## config.mk

```make
export PLATFORM = sky130hd
export DESIGN_NAME = sdhost_evt_irq
export DESIGN_NICKNAME = d
export VERILOG_FILES = /design/src/rtl/sdhost_evt_pkg.sv /design/src/rtl/sdhost_evt_flags.sv /design/src/rtl/sdhost_evt_irq_gen.sv /design/src/rtl/sdhost_evt_irq.sv
export SDC_FILE = /design/constraint.sdc
export NUM_CORES = 1
export LEC_CHECK = 0
export ABC_AREA = 1
export CAP_MARGIN = 20
export CORE_MARGIN = 2
export CORE_UTILIZATION = 25
export DETAILED_ROUTE_END_ITERATION = 16
export PLACE_DENSITY_LB_ADDON = 0.15
export SYNTH_ARGS = -nofsm -noshare
export SYNTH_HDL_FRONTEND = slang
export SYNTH_SLANG_ARGS = --single-unit
```

## constraint.sdc

```tcl
create_clock -name clk_i -period 1 [get_ports clk_i]
set_input_delay 0.25 -clock clk_i [delete_from_list [all_inputs] [get_ports clk_i]]
set_output_delay 0.25 -clock clk_i [all_outputs]
set_load 0.01 [all_outputs]
```

## src/rtl/sdhost_evt_pkg.sv

```systemverilog
package sdhost_evt_pkg;
  parameter int unsigned DW = 32;
  parameter int unsigned CODE_W = 2;
  parameter int unsigned CODE_LSB = 9;
  parameter int unsigned WCRC_ERR_BIT = 2;
  parameter logic [DW-1:0] STICKY_MASK = 32'hC300_782F;
  parameter logic [DW-1:0] LEVEL_MASK  = 32'h3C00_01C0;
  parameter logic [DW-1:0] ERR_MASK    = 32'h0000_002F;
  parameter logic [DW-1:0] EN_MASK     = 32'h0007_F01F;
  parameter int unsigned N_IRQ = 9;
  parameter int unsigned N_WAKE = 3;

  typedef enum logic {SEL_STATUS = 1'b0, SEL_ENABLE = 1'b1} reg_sel_e;
endpackage

```

## src/rtl/sdhost_evt_flags.sv

```systemverilog
module sdhost_evt_flags
  import sdhost_evt_pkg::*;
(
  input  logic              clk_i,
  input  logic              rst_ni,
  input  logic [DW-1:0]     set_i,
  input  logic [DW-1:0]     clr_i,
  input  logic [CODE_W-1:0] code_i,
  output logic [DW-1:0]     flags_o
);
  logic [DW-1:0]     sticky_q;
  logic [CODE_W-1:0] code_q;

  for (genvar i = 0; i < DW; i++) begin : g_bit
    if (STICKY_MASK[i]) begin : g_sticky
      always_ff @(posedge clk_i or negedge rst_ni) begin
        if (!rst_ni)       sticky_q[i] <= 1'b0;
        else if (set_i[i]) sticky_q[i] <= 1'b1;
        else if (clr_i[i]) sticky_q[i] <= 1'b0;
      end
    end else begin : g_none
      assign sticky_q[i] = 1'b0;
    end
  end

  // code rides along with the write-CRC error flag
  always_ff @(posedge clk_i or negedge rst_ni) begin
    if (!rst_ni)                  code_q <= '0;
    else if (set_i[WCRC_ERR_BIT]) code_q <= code_i;
    else if (clr_i[WCRC_ERR_BIT]) code_q <= '0;
  end

  assign flags_o = sticky_q | (DW'(code_q) << CODE_LSB);
endmodule

```

## src/rtl/sdhost_evt_irq_gen.sv

```systemverilog
module sdhost_evt_irq_gen
  import sdhost_evt_pkg::*;
(
  input  logic          clk_i,
  input  logic          rst_ni,
  input  logic [DW-1:0] view_i,
  input  logic [DW-1:0] en_i,
  input  logic          dat0_i,
  output logic          irq_o,
  output logic          wake_o
);
  logic [N_IRQ-1:0]  irq_src, irq_en;
  logic [N_WAKE-1:0] wk_src, wk_en;
  logic              irq_q, wake_q;

  assign irq_src = {view_i[31], view_i[30], view_i[14], dat0_i,
                    view_i[7], view_i[6], view_i[13], view_i[12], view_i[11]};
  assign irq_en  = {en_i[15], en_i[14], en_i[13], en_i[12], en_i[4:0]};
  assign wk_src  = {view_i[14], view_i[31], view_i[30]};
  assign wk_en   = en_i[18:16];

  always_ff @(posedge clk_i or negedge rst_ni) begin
    if (!rst_ni) begin
      irq_q  <= 1'b0;
      wake_q <= 1'b0;
    end else begin
      irq_q  <= |(irq_src & irq_en);
      wake_q <= |(wk_src & wk_en);
    end
  end

  assign irq_o  = irq_q;
  assign wake_o = wake_q;
endmodule

```

## src/rtl/sdhost_evt_irq.sv

```systemverilog
module sdhost_evt_irq
  import sdhost_evt_pkg::*;
(
  input  logic          clk_i,
  input  logic          rst_ni,
  input  logic [31:0]   set_i,
  input  logic [1:0]    wcrc_code_i,
  input  logic [31:0]   lvl_i,
  input  logic          dat0_i,
  input  logic          reg_we_i,
  input  logic          reg_addr_i,
  input  logic [31:0]   reg_wdata_i,
  output logic [31:0]   reg_rdata_o,
  output logic          err_o,
  output logic          irq_o,
  output logic          wake_o
);
  reg_sel_e      sel;
  logic [DW-1:0] clr, flags, view, en_q;

  assign sel = reg_sel_e'(reg_addr_i);
  assign clr = (reg_we_i && sel == SEL_STATUS) ? reg_wdata_i : '0;

  sdhost_evt_flags u_flags (
    .clk_i   (clk_i),
    .rst_ni  (rst_ni),
    .set_i   (set_i & STICKY_MASK),
    .clr_i   (clr),
    .code_i  (wcrc_code_i),
    .flags_o (flags)
  );

  always_ff @(posedge clk_i or negedge rst_ni) begin
    if (!rst_ni)                            en_q <= '0;
    else if (reg_we_i && sel == SEL_ENABLE) en_q <= reg_wdata_i & EN_MASK;
  end

  assign view = flags | (lvl_i & LEVEL_MASK);

  sdhost_evt_irq_gen u_irq (
    .clk_i  (clk_i),
    .rst_ni (rst_ni),
    .view_i (view),
    .en_i   (en_q),
    .dat0_i (dat0_i),
    .irq_o  (irq_o),
    .wake_o (wake_o)
  );

  assign reg_rdata_o = (sel == SEL_ENABLE) ? en_q : view;
  assign err_o       = |(flags & ERR_MASK);
endmodule

```

Word-level counts from Yosys, hierarchy flattened
Cells that the tools add are included.
- reductions and logical operators: 18
- add/sub/neg operators: 0
- multiplexer cells: 30
- magnitude comparators: 0
- bitwise logic cells: 5
- eq/ne operators: 0
- multiply operators: 0
- shift operators: 0
- divide/modulo/power cells: 0
- operator list (operator ; count):
    $mux 32 ; 2
    $or 32x11->32 ; 1
    $or 32x30->32 ; 1
    $mux 1 ; 26
    $reduce_bool 2->1 ; 13
    $and 9x9->9 ; 1
    $reduce_or 9->1 ; 1
    $reduce_or 5->1 ; 1
    $mux 2 ; 2
    $and 3x3->3 ; 1
    $reduce_or 3->1 ; 1
    $logic_and 1x1->1 ; 2
    $not 1->1 ; 1
- bits in writable memories: 0
- ROM bits: 0
- latch bits: 0
- logic and storage cells: 70
- output and inout port bits: 35
- memories: 0
- register bits after elaboration: 29

Longest topological paths before layout
Gate-level depths: netlist (run 1).
- word-level depth: 5
- mapped depth: 5
- depth with buffers taken out: 4

Cells and area by module
Synthesis (run 1) repeated with hierarchy kept, for this count alone.
- cell total of the unflattened synthesis: 311
- area total of the unflattened synthesis: 1941.9 um^2
- modules (own cells, without submodules) (module ; area each (um^2) ; instances ; cells an instance):
    sdhost_evt_irq ; 1124.8 ; 1 ; 220
    sdhost_evt_flags ; 681.9 ; 1 ; 67
    sdhost_evt_irq_gen ; 135.1 ; 1 ; 24

Least setup slack after synthesis (run 1)
Ideal clock, no wire load.
- path type: input port to output port
- start point: input reg_addr_i
- end point: output reg_rdata_o[10]
- slack: -0.040 ns
- required time: 0.750 ns
- buffers on the path: 3
- data arrival time: 0.790 ns
- stages on the path: 4
- cells stage by stage: buf_6 -> buf_6 -> buf_6 -> nor2_1
- longest elaborated chain between the ends: 1
- RTL lines (item ; RTL line ; RTL):
    from (decl) ; sdhost_evt_irq.sv:11 ; input logic reg_addr_i,
    $mux 32 ; sdhost_evt_irq.sv:50 ; assign reg_rdata_o = (sel == SEL_ENABLE) ? en_q : view;
    to (decl) ; sdhost_evt_irq.sv:13 ; output logic [31:0] reg_rdata_o,
No other way between the ends.

Worst setup path in the final report (run 1)
- start point: register u_flags.sticky_q[2]
- end point: output reg_rdata_o[2]
- longest elaborated chain between the ends: 3
- RTL lines (item ; RTL line ; RTL):
    from (decl) ; sdhost_evt_flags.sv:11 ; logic [DW-1:0] sticky_q;
    from (signal, indexed assignment) ; sdhost_evt_flags.sv:17 ; if (!rst_ni) sticky_q[i] <= 1'b0;
    from (signal, indexed assignment) ; sdhost_evt_flags.sv:18 ; else if (set_i[i]) sticky_q[i] <= 1'b1;
    from (signal, indexed assignment) ; sdhost_evt_flags.sv:19 ; else if (clr_i[i]) sticky_q[i] <= 1'b0;
    $or 32x11->32 ; sdhost_evt_flags.sv:33 ; assign flags_o = sticky_q | (DW'(code_q) << CODE_LSB);
    $or 32x30->32 ; sdhost_evt_irq.sv:38 ; assign view = flags | (lvl_i & LEVEL_MASK);
    $mux 32 ; sdhost_evt_irq.sv:50 ;
No other way between the ends.

==> flow_summary_export.csv, run 1 <==
group,metric,value,unit
drt,dr.first_iter.drc_count,34,
final_layout,multi_input_area,696.9,sq um
clock_network,h-tree-depth,2,
clock_network,cts.clk_slew.worst_paths,0.06,ns
yosys,synth_common_cells,"nand2_1, inv_1, dfrtp_1, nor2_1, nand3_1",
timing,finalWorstPathRequiredPeriod,1.309,ns
power,power,3317,uW
drt,dr_total_vias,1611,
critical_path,critPathRequiredTime,0.75,ns
final_layout,fin_nets,420,
critical_path,critPathArrivalTime,1.06,ns
final_layout,diodes,0,
timing,rsz0062_at_grt,"yes",
yosys,syn_area,1541,sq um
global_route,track_usage,0.1331,
power,ir_worst_vdd,0.7068,mV
critical_path,start_kind,"register",
die,die_area,6810,sq um
yosys,ys_ff_latch,29,
yosys,synth.avg_cell_area,7.746,sq um
timing,setup_violations,23,
power,power.density,1189,nW/um^2
clock_network,root_buffer,"clkbuf_8",
yosys,syn-instance-count,199,
global_route,grt_overflow,0,
critical_path,r2r_slack,0.09,ns
yosys,yosysWarnings,0,
timing,layout_setup_ws,-0.3089,ns
yosys,yosysMostFrequentCell,"nand2_1",
timing,min_period_over_period,1.309,
timing,hold_slack,0.3378,ns
power,leakagePower,0.001484,uW
die,initial_core_util,0.2588,
clock_network,clk_latency,0.28,ns
yosys,yosys_most_used_dff,"dfrtp_1",
placed_design,placement.io_buffers,74,
global_route,grt_pass1_wl,6727,microns
job,cap_violations,0,
timing,drv_slew,0,
min_path,min_path_type,"primary input to async pin",
clock_network,cts_num_sinks,29,
final_layout,seq_area,725.7,sq um
yosys,synth_edf_count,0,
timing,fmax,764.0,MHz
critical_path,path_class,"register to output port",
timing,clock_skew,0.005370,ns
critical_path,crit_path_max_fanout,2,
outcome,violations,"setup timing",
critical_path,cp-startpoint,"u_flags.sticky_q[2]",
outcome,status,"complete, but fails checks",
final_layout,synthToLayoutAreaGrowth,81.01,%
yosys,synth_cell_types,17,
critical_path,worstRegToRegCells,5,
timing,hold_viol,0,
final_layout,fillerInstances,636,
global_route,grt_max_degree,30,
critical_path,cp-end-kind,"output port",
yosys,post-synth-top-area-cell,"dfrtp_1",
drt,wirelength,4492,microns
yosys,yosysSeqAreaShare,0.4708,
global_route,grt_pass1_vias,1478,
global_route,grt_antenna_before_repair,0,
clock_network,cts_buffer_depth,2,
die,rows,28,
yosys,synthArstFlopShare,1.000,
drt,via_per_inst,4.110,
drt,dr.pass1.iters,4,
drt,drc_errors,0,
yosys,synthTopCellsByArea,"dfrtp_1, nand2_1, inv_1, nand3_1, nor2_1",
critical_path,endpoint,"reg_rdata_o[2]",
die,boundaryPins,138,
clock_network,cts_tree,"yes",
placed_design,gp_congestion,0.7146,
critical_path,crit-reg2reg-launch,"u_flags.sticky_q[30]",
critical_path,r2r_end,"u_irq.irq_o",
die,die_w,82.53,microns
yosys,yosysTopAreaCellShare,0.4708,
die,core_area,5956,sq um
clock_network,numCtsBuffers,5,
die,die_y,82.53,microns
final_layout,drive_gt1_frac,0.4006,
placed_design,hpwl,3197,microns
drt,post_drt_wl_per_cell,11.46,microns
drt,final_antenna_net_count,0,
==> critical path: stages (launching register included) <==
cell	delay, ns
dfrtp_1	0.39
buf_4	0.14
nand2_1	0.06
nand2_1	0.06
buf_2	0.14
==> final cells by class <==
type,instances,share of cell area
repair buffers,120,0.3789
clock buffers,7,0.03094
flip-flops and latches,29,0.2601
multi-input cells,127,0.2498
well taps,75,0.03363
inverters,34,0.04664
==> where the power goes <==
part           total (uW)  switching, uW  internal (uW)
Combinational        1010            445            570
Clock                 968            423            545
Sequential           1330           56.0           1280
Total                3320            924           2390
==> per-layer routing <==
layer  vias to the layer above  global-route usage  routed length [microns]
met2                        54              0.2185                     2102
met1                       721              0.1693                     1987
met4                         0             0.03443                       35
met5                         -                   0                        0
met3                         4             0.04239                      367
li1                        832                   -                        -
==> repair_timing <==
action / CTS / global route
hold buffers: 0 / 0
gates resized for setup: 152 / 30
pin swaps: 17 / 11
gates cloned: 1 / 0
setup buffers: 4 / 9
endpoints found under the setup margin: 54 / 29
==> per-stage QoR <==
stage          TNS (ns)  std cells  area [sq um]  setup WS [ns]  utilization
2_1_floorplan   -0.4300        203          1592       -0.03159            -
3_3_place_gp     -25.07        376          2621        -0.6107       0.4401
3_5_place_dp     -25.17        376          2621        -0.6233       0.4401
4_1_cts          -3.678        388          2660        -0.3196       0.4466
5_1_grt          -4.460        392          2790        -0.3928       0.4685
6_report         -3.295        392          2790        -0.3089       0.4685
==> worst min path at each step <==
stage	to	slack [ns]	cells past startpoint
2_1_floorplan	en_q[0]	-0.05	0
3_3_place_gp	u_flags.sticky_q[24]	0.46	1
3_5_place_dp	u_flags.sticky_q[25]	0.47	1
4_1_cts	u_flags.sticky_q[30]	0.34	2
5_1_grt	en_q[15]	0.36	2
6_report	en_q[16]	0.34	2
==> layout by cell type, fill, tap and decap left out, types with 7 or more instances in the layout <==
cell type / netlist / final
clkdlybuf4s50_1: 0 / 35
dlygate4sd2_1: 0 / 8
nand2_2: 1 / 7
o21ai_2: 4 / 8
nor2_2: 0 / 10
buf_2: 2 / 23
nor2_1: 23 / 8
nand3_1: 18 / 17
inv_2: 0 / 10
inv_1: 33 / 23
buf_4: 5 / 39
buf_6: 6 / 9
dfrtp_1: 29 / 29
nand2_1: 54 / 48
==> cell families after synthesis <==
family,synth area share
flip-flops,0.4708
buffers and inverters,0.1591
AO/OA/AOI/OAI,0.1071
other,0.002433
AND/OR/NAND/NOR,0.2605
==> sequential cells by signal, summed over array words and instances (netlist names) <==
register	count
u_flags.sticky_q	13
u_irq.irq_o	1
en_q	12
u_flags.code_q	2
u_irq.wake_o	1
No activity file was read; power rests on OpenSTA's default activity.
==> run 2: changes to the inputs <==
--- a/config.mk
+++ b/config.mk
@@ -11,6 +11,8 @@
 export CORE_UTILIZATION = 25
 export DETAILED_ROUTE_END_ITERATION = 16
 export PLACE_DENSITY_LB_ADDON = 0.15
+export SKIP_CTS_REPAIR_TIMING = 1
 export SYNTH_ARGS = -nofsm -noshare
 export SYNTH_HDL_FRONTEND = slang
 export SYNTH_SLANG_ARGS = --single-unit
+export TNS_END_PERCENT = 5
==> run 2 against run 1 <==
Core utilization is 3.8 points lower. Setup slack lost 0.030 ns. Power is 4.8% lower. Fmax is 2.2% lower. Register-to-register slack about the same. Via count is 4.8% lower. The flow still finishes with violations (setup timing). Critical endpoint is now err_o. Largest power group unchanged.
==> flow_summary_export.csv, run 2 (synthesis gave the netlist of run 1 again) <==
group,metric,value,unit
final_layout,final_cells,381,
drt,final_antenna_net_count,0,
clock_network,cts_buffer_depth,2,
drt,dr_total_vias,1533,
timing,hold_viol,0,
placed_design,place_inst,374,
timing,min_period_over_period,1.339,
power,pwr-share-comb,0.274,
placed_design,hpwl,3237,microns
timing,finalWorstPathRequiredPeriod,1.339,ns
timing,rsz0062_at_grt,"yes",
critical_path,path_class,"register to output port",
power,ir_worst_vdd,0.4680,mV
final_layout,finalCoreUtilization,0.4305,
drt,via_per_inst,4.024,
timing,setup_violations,30,
timing,clock_skew,0.001199,ns
final_layout,top_regs,"u_flags.sticky_q (13), en_q (12), u_flags.code_q (2)",
die,die_w,82.53,microns
die,boundaryPins,138,
drt,wirelength,4195,microns
final_layout,largest_reg_flops,13,
outcome,status,"complete, but fails checks",
timing,drv_slew,0,
clock_network,cts_tree,"yes",
timing,layout_setup_ws,-0.3389,ns
final_layout,synthToLayoutAreaGrowth,66.32,%
power,leakagePower,0.001440,uW
critical_path,cp-end-kind,"output port",
die,core_area,5956,sq um
clock_network,cts_num_sinks,29,
global_route,grt_pass1_wl,6741,microns
drt,drc_errors,0,
job,cap_violations,0,
clock_network,root_buffer,"clkbuf_8",
global_route,grt_max_degree,30,
placed_design,gp_congestion,0.7162,
placed_design,placement.io_buffers,74,
final_layout,fin_nets,409,
clock_network,clk_latency,0.27,ns
die,die_area,6810,sq um
drt,dr.first_iter.drc_count,58,
power,power_frac_clock,0.305,
critical_path,crit_path_max_fanout,3,
final_layout,fillerInstances,651,
final_layout,diodes,0,
final_layout,seq_area,725.7,sq um
clock_network,cts.clk_slew.worst_paths,0.06,ns
die,die_y,82.53,microns
final_layout,largest-register,"u_flags.sticky_q",
global_route,grt_pass1_vias,1506,
global_route,grt_antenna_before_repair,0,
power,power.internal,2298,uW
die,rows,28,
final_layout,drive_gt1_frac,0.3039,
drt,dr.pass1.iters,4,
critical_path,critPathRequiredTime,0.75,ns
final_layout,most-common-layout-cells,"nand2_1, clkdlybuf4s50_1, inv_1",
power,p_seq_frac,0.421,
power,switching_share,0.2727,
clock_network,numCtsBuffers,5,
critical_path,start_kind,"register",
critical_path,critPathArrivalTime,1.09,ns
power,power.density,1232,nW/um^2
power,netSwitchingPower,861.6,uW
clock_network,h-tree-depth,2,
drt,post_drt_wl_per_cell,11.01,microns
global_route,grt_overflow,0,
final_layout,mostFrequentLayoutCell,"nand2_1",
outcome,violations,"setup timing",
critical_path,r2r_slack,0.08,ns
timing,fmax,746.9,MHz
min_path,min_path_type,"primary input to async pin",
global_route,track_usage,0.1337,
final_layout,multi_input_area,630.6,sq um
die,initial_core_util,0.2588,
==> run 2: power by group through the flow <==
stage | combinational, uW | clock [uW] | sequential, uW
floorplan | 370 | 0 | 1360
global placement | 954 | 0 | 1350
detailed placement | 958 | 0 | 1350
CTS | 964 | 1020 | 1330
global route | 971 | 1060 | 1350
finish | 865 | 964 | 1330
==> run 2: cell type report <==
type | count | share of cell area
tap | 75 | 0.03660
inverter | 34 | 0.05076
timing repair buffer | 109 | 0.3499
sequential | 29 | 0.2831
clock buffer | 7 | 0.03367
multi-input combinational | 127 | 0.2460
==> run 2: layer usage <==
| layer | up-vias | global-route usage | wire, microns |
|---|---|---|---|
| met5 | - | 0 | 0 |
| met4 | 0 | 0.04426 | 25 |
| met3 | 2 | 0.04783 | 394 |
| met2 | 54 | 0.2081 | 1892 |
| met1 | 669 | 0.1725 | 1883 |
| li1 | 808 | - | - |
==> run 2: final timing paths <==
kind,from,to,cells after the start
max,u_flags.sticky_q[2],err_o,3
min,rst_ni,u_flags.sticky_q[3],2
max reg2reg,u_flags.sticky_q[31],u_irq.irq_o,5
max in group asynchronous,rst_ni,en_q[14],2
min in group clk_i,reg_addr_i,en_q[17],4
min reg2reg,u_flags.sticky_q[24],u_flags.sticky_q[24],1
==> run 2: worst max-delay path, cell delays in order (launching register included) <==
cell and delay [ns]:
dfrtp_1 0.41, nor3_2 0.18, nand3_1 0.10, clkbuf_2 0.14
==> run 2: metrics by stage <==
step           setup slack, ns  TNS (ns)  area [sq um]  power (uW)  hold WS, ns
4_1_cts                -0.7178    -18.43          2670        3310       0.3323
5_1_grt                -0.4047    -5.696          2564        3380       0.3684
3_5_place_dp           -0.6365    -23.84          2584        2310       0.4690
3_3_place_gp           -0.6119    -23.84          2584        2302       0.4623
6_report               -0.3389    -3.807          2564        3159       0.3358
2_1_floorplan         -0.03159   -0.4045          1582        1729     -0.04559
==> run 3: changes to the inputs <==
--- a/config.mk
+++ b/config.mk
@@ -5,10 +5,9 @@
 export SDC_FILE = /design/constraint.sdc
 export NUM_CORES = 1
 export LEC_CHECK = 0
-export ABC_AREA = 1
 export CAP_MARGIN = 20
 export CORE_MARGIN = 2
-export CORE_UTILIZATION = 25
+export CORE_UTILIZATION = 29
 export DETAILED_ROUTE_END_ITERATION = 16
 export PLACE_DENSITY_LB_ADDON = 0.15
 export SKIP_CTS_REPAIR_TIMING = 1
==> run 3 against run 2 <==
The run still ends with setup timing left. Via count fell by 14%. Count of clock-buffer cells in the layout did not move. Sequential power barely moved. Final area fell by 1.0%. Synthesized cell count fell by 38%. Critical path type is now primary input to output port.
==> flow_summary_export.csv, run 3 <==
group,metric,value,unit
power,power.internal,2415,uW
critical_path,critPathSlowestCell,"mux2_4",
final_layout,synthToLayoutAreaGrowth,82.37,%
timing,drv_slew,0,
clock_network,numCtsBuffers,5,
die,core_area,4661,sq um
final_layout,largest-register,"u_flags.sticky_q",
critical_path,critPathArrivalTime,1.13,ns
placed_design,gp_congestion,0.6925,
global_route,track_usage,0.1505,
yosys,synthArstFlopShare,1.000,
final_layout,mostFrequentLayoutCell,"clkdlybuf4s50_1",
critical_path,crit_chain,"buf_8 -> buf_12 -> buf_8 -> buf_6 -> mux2_4 -> buf_6",
min_path,min_path_type,"primary input to async pin",
yosys,synth_cell_types,20,
clock_network,root_buffer,"clkbuf_8",
die,rows,25,
placed_design,placement.io_buffers,74,
critical_path,crit_path_max_fanout,6,
global_route,grt_pass1_wl,5954,microns
drt,final_antenna_net_count,0,
yosys,syn-instance-count,123,
power,power.density,1269,nW/um^2
drt,dr.first_iter.drc_count,36,
global_route,grt_pass1_vias,1267,
drt,dr.pass1.iters,4,
yosys,synth_edf_count,0,
yosys,yosysMostFrequentCell,"dfrtp_1",
placed_design,place_inst,275,
yosys,synthTopCellsByArea,"dfrtp_1, mux2_2, a21o_1, nor2b_1, nand2_1",
timing,finalWorstPathRequiredPeriod,1.375,ns
timing,fmax,727.2,MHz
power,leakagePower,0.001187,uW
drt,dr_total_vias,1318,
critical_path,cp-end-kind,"output port",
critical_path,cp-startpoint,"reg_addr_i",
die,die_area,5368,sq um
yosys,yosysWarnings,0,
die,initial_core_util,0.2985,
yosys,yosys_most_used_dff,"dfrtp_1",
timing,setup_violations,54,
die,die_w,73.27,microns
clock_network,h-tree-depth,2,
yosys,synth_common_cells,"dfrtp_1, mux2_2, nand2_1, nor2b_1, a21o_1",
critical_path,start_kind,"primary input",
yosys,yosysTopAreaCellShare,0.5216,
critical_path,crit-reg2reg-launch,"u_flags.sticky_q[14]",
drt,post_drt_wl_per_cell,14.47,microns
power,power_frac_clock,0.293,
critical_path,slowest_delay,0.29,ns
final_layout,largest_reg_flops,13,
final_layout,diodes,0,
drt,via_per_inst,4.514,
job,cap_violations,0,
final_layout,most-common-layout-cells,"clkdlybuf4s50_1, buf_4, dfrtp_1",
final_layout,top_regs,"u_flags.sticky_q (13), en_q (12), u_flags.code_q (2)",
die,die_y,73.27,microns
global_route,grt_antenna_before_repair,0,
yosys,syn_area,1391,sq um
placed_design,dp_slack,-1.013,ns
clock_network,cts.clk_slew.worst_paths,0.06,ns
timing,hold_viol,0,
final_layout,fillerInstances,445,
clock_network,cts_tree,"yes",
power,p_seq_frac,0.420,
power,netSwitchingPower,804.7,uW
critical_path,critPathRequiredTime,0.75,ns
final_layout,fin_nets,341,
power,ir_worst_vdd,0.7417,mV
timing,rsz0062_at_grt,"yes",
drt,wirelength,4226,microns
outcome,status,"complete, but fails checks",
timing,clock_skew,0.005353,ns
outcome,violations,"setup timing",
power,switching_share,0.2499,
global_route,grt_max_degree,30,
critical_path,path_class,"primary input to output port",
placed_design,hpwl,3094,microns
timing,layout_setup_ws,-0.3752,ns
yosys,ys_ff_latch,29,
yosys,post-synth-top-area-cell,"dfrtp_1",
clock_network,clk_latency,0.27,ns
clock_network,cts_num_sinks,29,
clock_network,cts_buffer_depth,2,
final_layout,drive_gt1_frac,0.4244,
global_route,grt_overflow,0,
die,boundaryPins,138,
yosys,synth.avg_cell_area,11.31,sq um
final_layout,final_cells,292,
timing,setup_tns,-9.746,ns
drt,drc_errors,0,
yosys,yosysSeqAreaShare,0.5216,
power,pwr-share-comb,0.287,
timing,min_period_over_period,1.375,
[run 3: cell types whose count changed after synthesis, moves of 5 or more]
cell      previous run  this run
nand3_1             18         1
and2_1               0         5
mux2_2               0        19
nor2_1              23         1
o21ai_0              8         2
nor2b_1              0        15
a21o_1               6        13
o21bai_1             6         0
inv_1               33         1
buf_6                6         0
nand2_1             54        18
[run 3: logic make-up after synthesis]
kind of cell | share of synthesized area
buf+inv | 0.05306
compound gates | 0.1097
mux | 0.1538
flops | 0.5216
other cells | 0.002695
simple gates | 0.1592
[run 3: power by group through the flow]
stage | sequential [uW] | clock, uW | combinational, uW
6_report | 1350 | 944 | 925
5_1_grt | 1360 | 1050 | 998
4_1_cts | 1350 | 978 | 952
3_5_place_dp | 1370 | 0 | 947
3_3_place_gp | 1360 | 0 | 930
2_1_floorplan | 1370 | 0 | 326
[run 3: layout make-up]
class	count	area (sq um)	share of cell area
sequential	29	725.7	0.2860
multi-input combinational	87	635.6	0.2505
clock buffer	7	86.33	0.03402
inverter	1	3.754	0.001479
timing repair buffer	114	1018	0.4014
tap	54	67.56	0.02663
[run 3: metal layers]
metal,part of all wire,global-route usage,vias up
li1,-,-,635
met1,0.39,0.1784,631
met2,0.54,0.2533,50
met3,0.063,0.04115,2
met4,0.0073,0.06790,0
met5,0,0,-
[run 3: worst max-delay path: cells and delay by family]
| kind | cells | cell delay (ns) |
|---|---|---|
| buffers and inverters | 5 | 0.57 |
| multiplexers | 1 | 0.29 |
[run 3: final timing paths]
| kind | to | slack (ns) | depth (start not counted) |
|---|---|---|---|
| hold reg to reg | u_flags.sticky_q[24] | 0.49 | 1 |
| setup / recovery | reg_rdata_o[13] | -0.38 | 6 |
| hold / removal | u_flags.sticky_q[2] | 0.34 | 2 |
| min in group clk_i | u_irq.irq_o | 0.37 | 4 |
| max in group asynchronous | u_flags.sticky_q[5] | 0.50 | 2 |
| setup reg to reg | u_irq.irq_o | -0.15 | 3 |
[run 3: stage by stage]
stage          instance area (sq um)  total power [uW]  hold WS, ns  utilization
2_1_floorplan                   1406              1691     -0.04559            -
3_3_place_gp                    2407              2294       0.4549       0.5165
3_5_place_dp                    2407              2317       0.4663       0.5165
4_1_cts                         2494              3279       0.3394       0.5350
5_1_grt                         2537              3415       0.3352       0.5444
6_report                        2537              3220       0.3371       0.5444
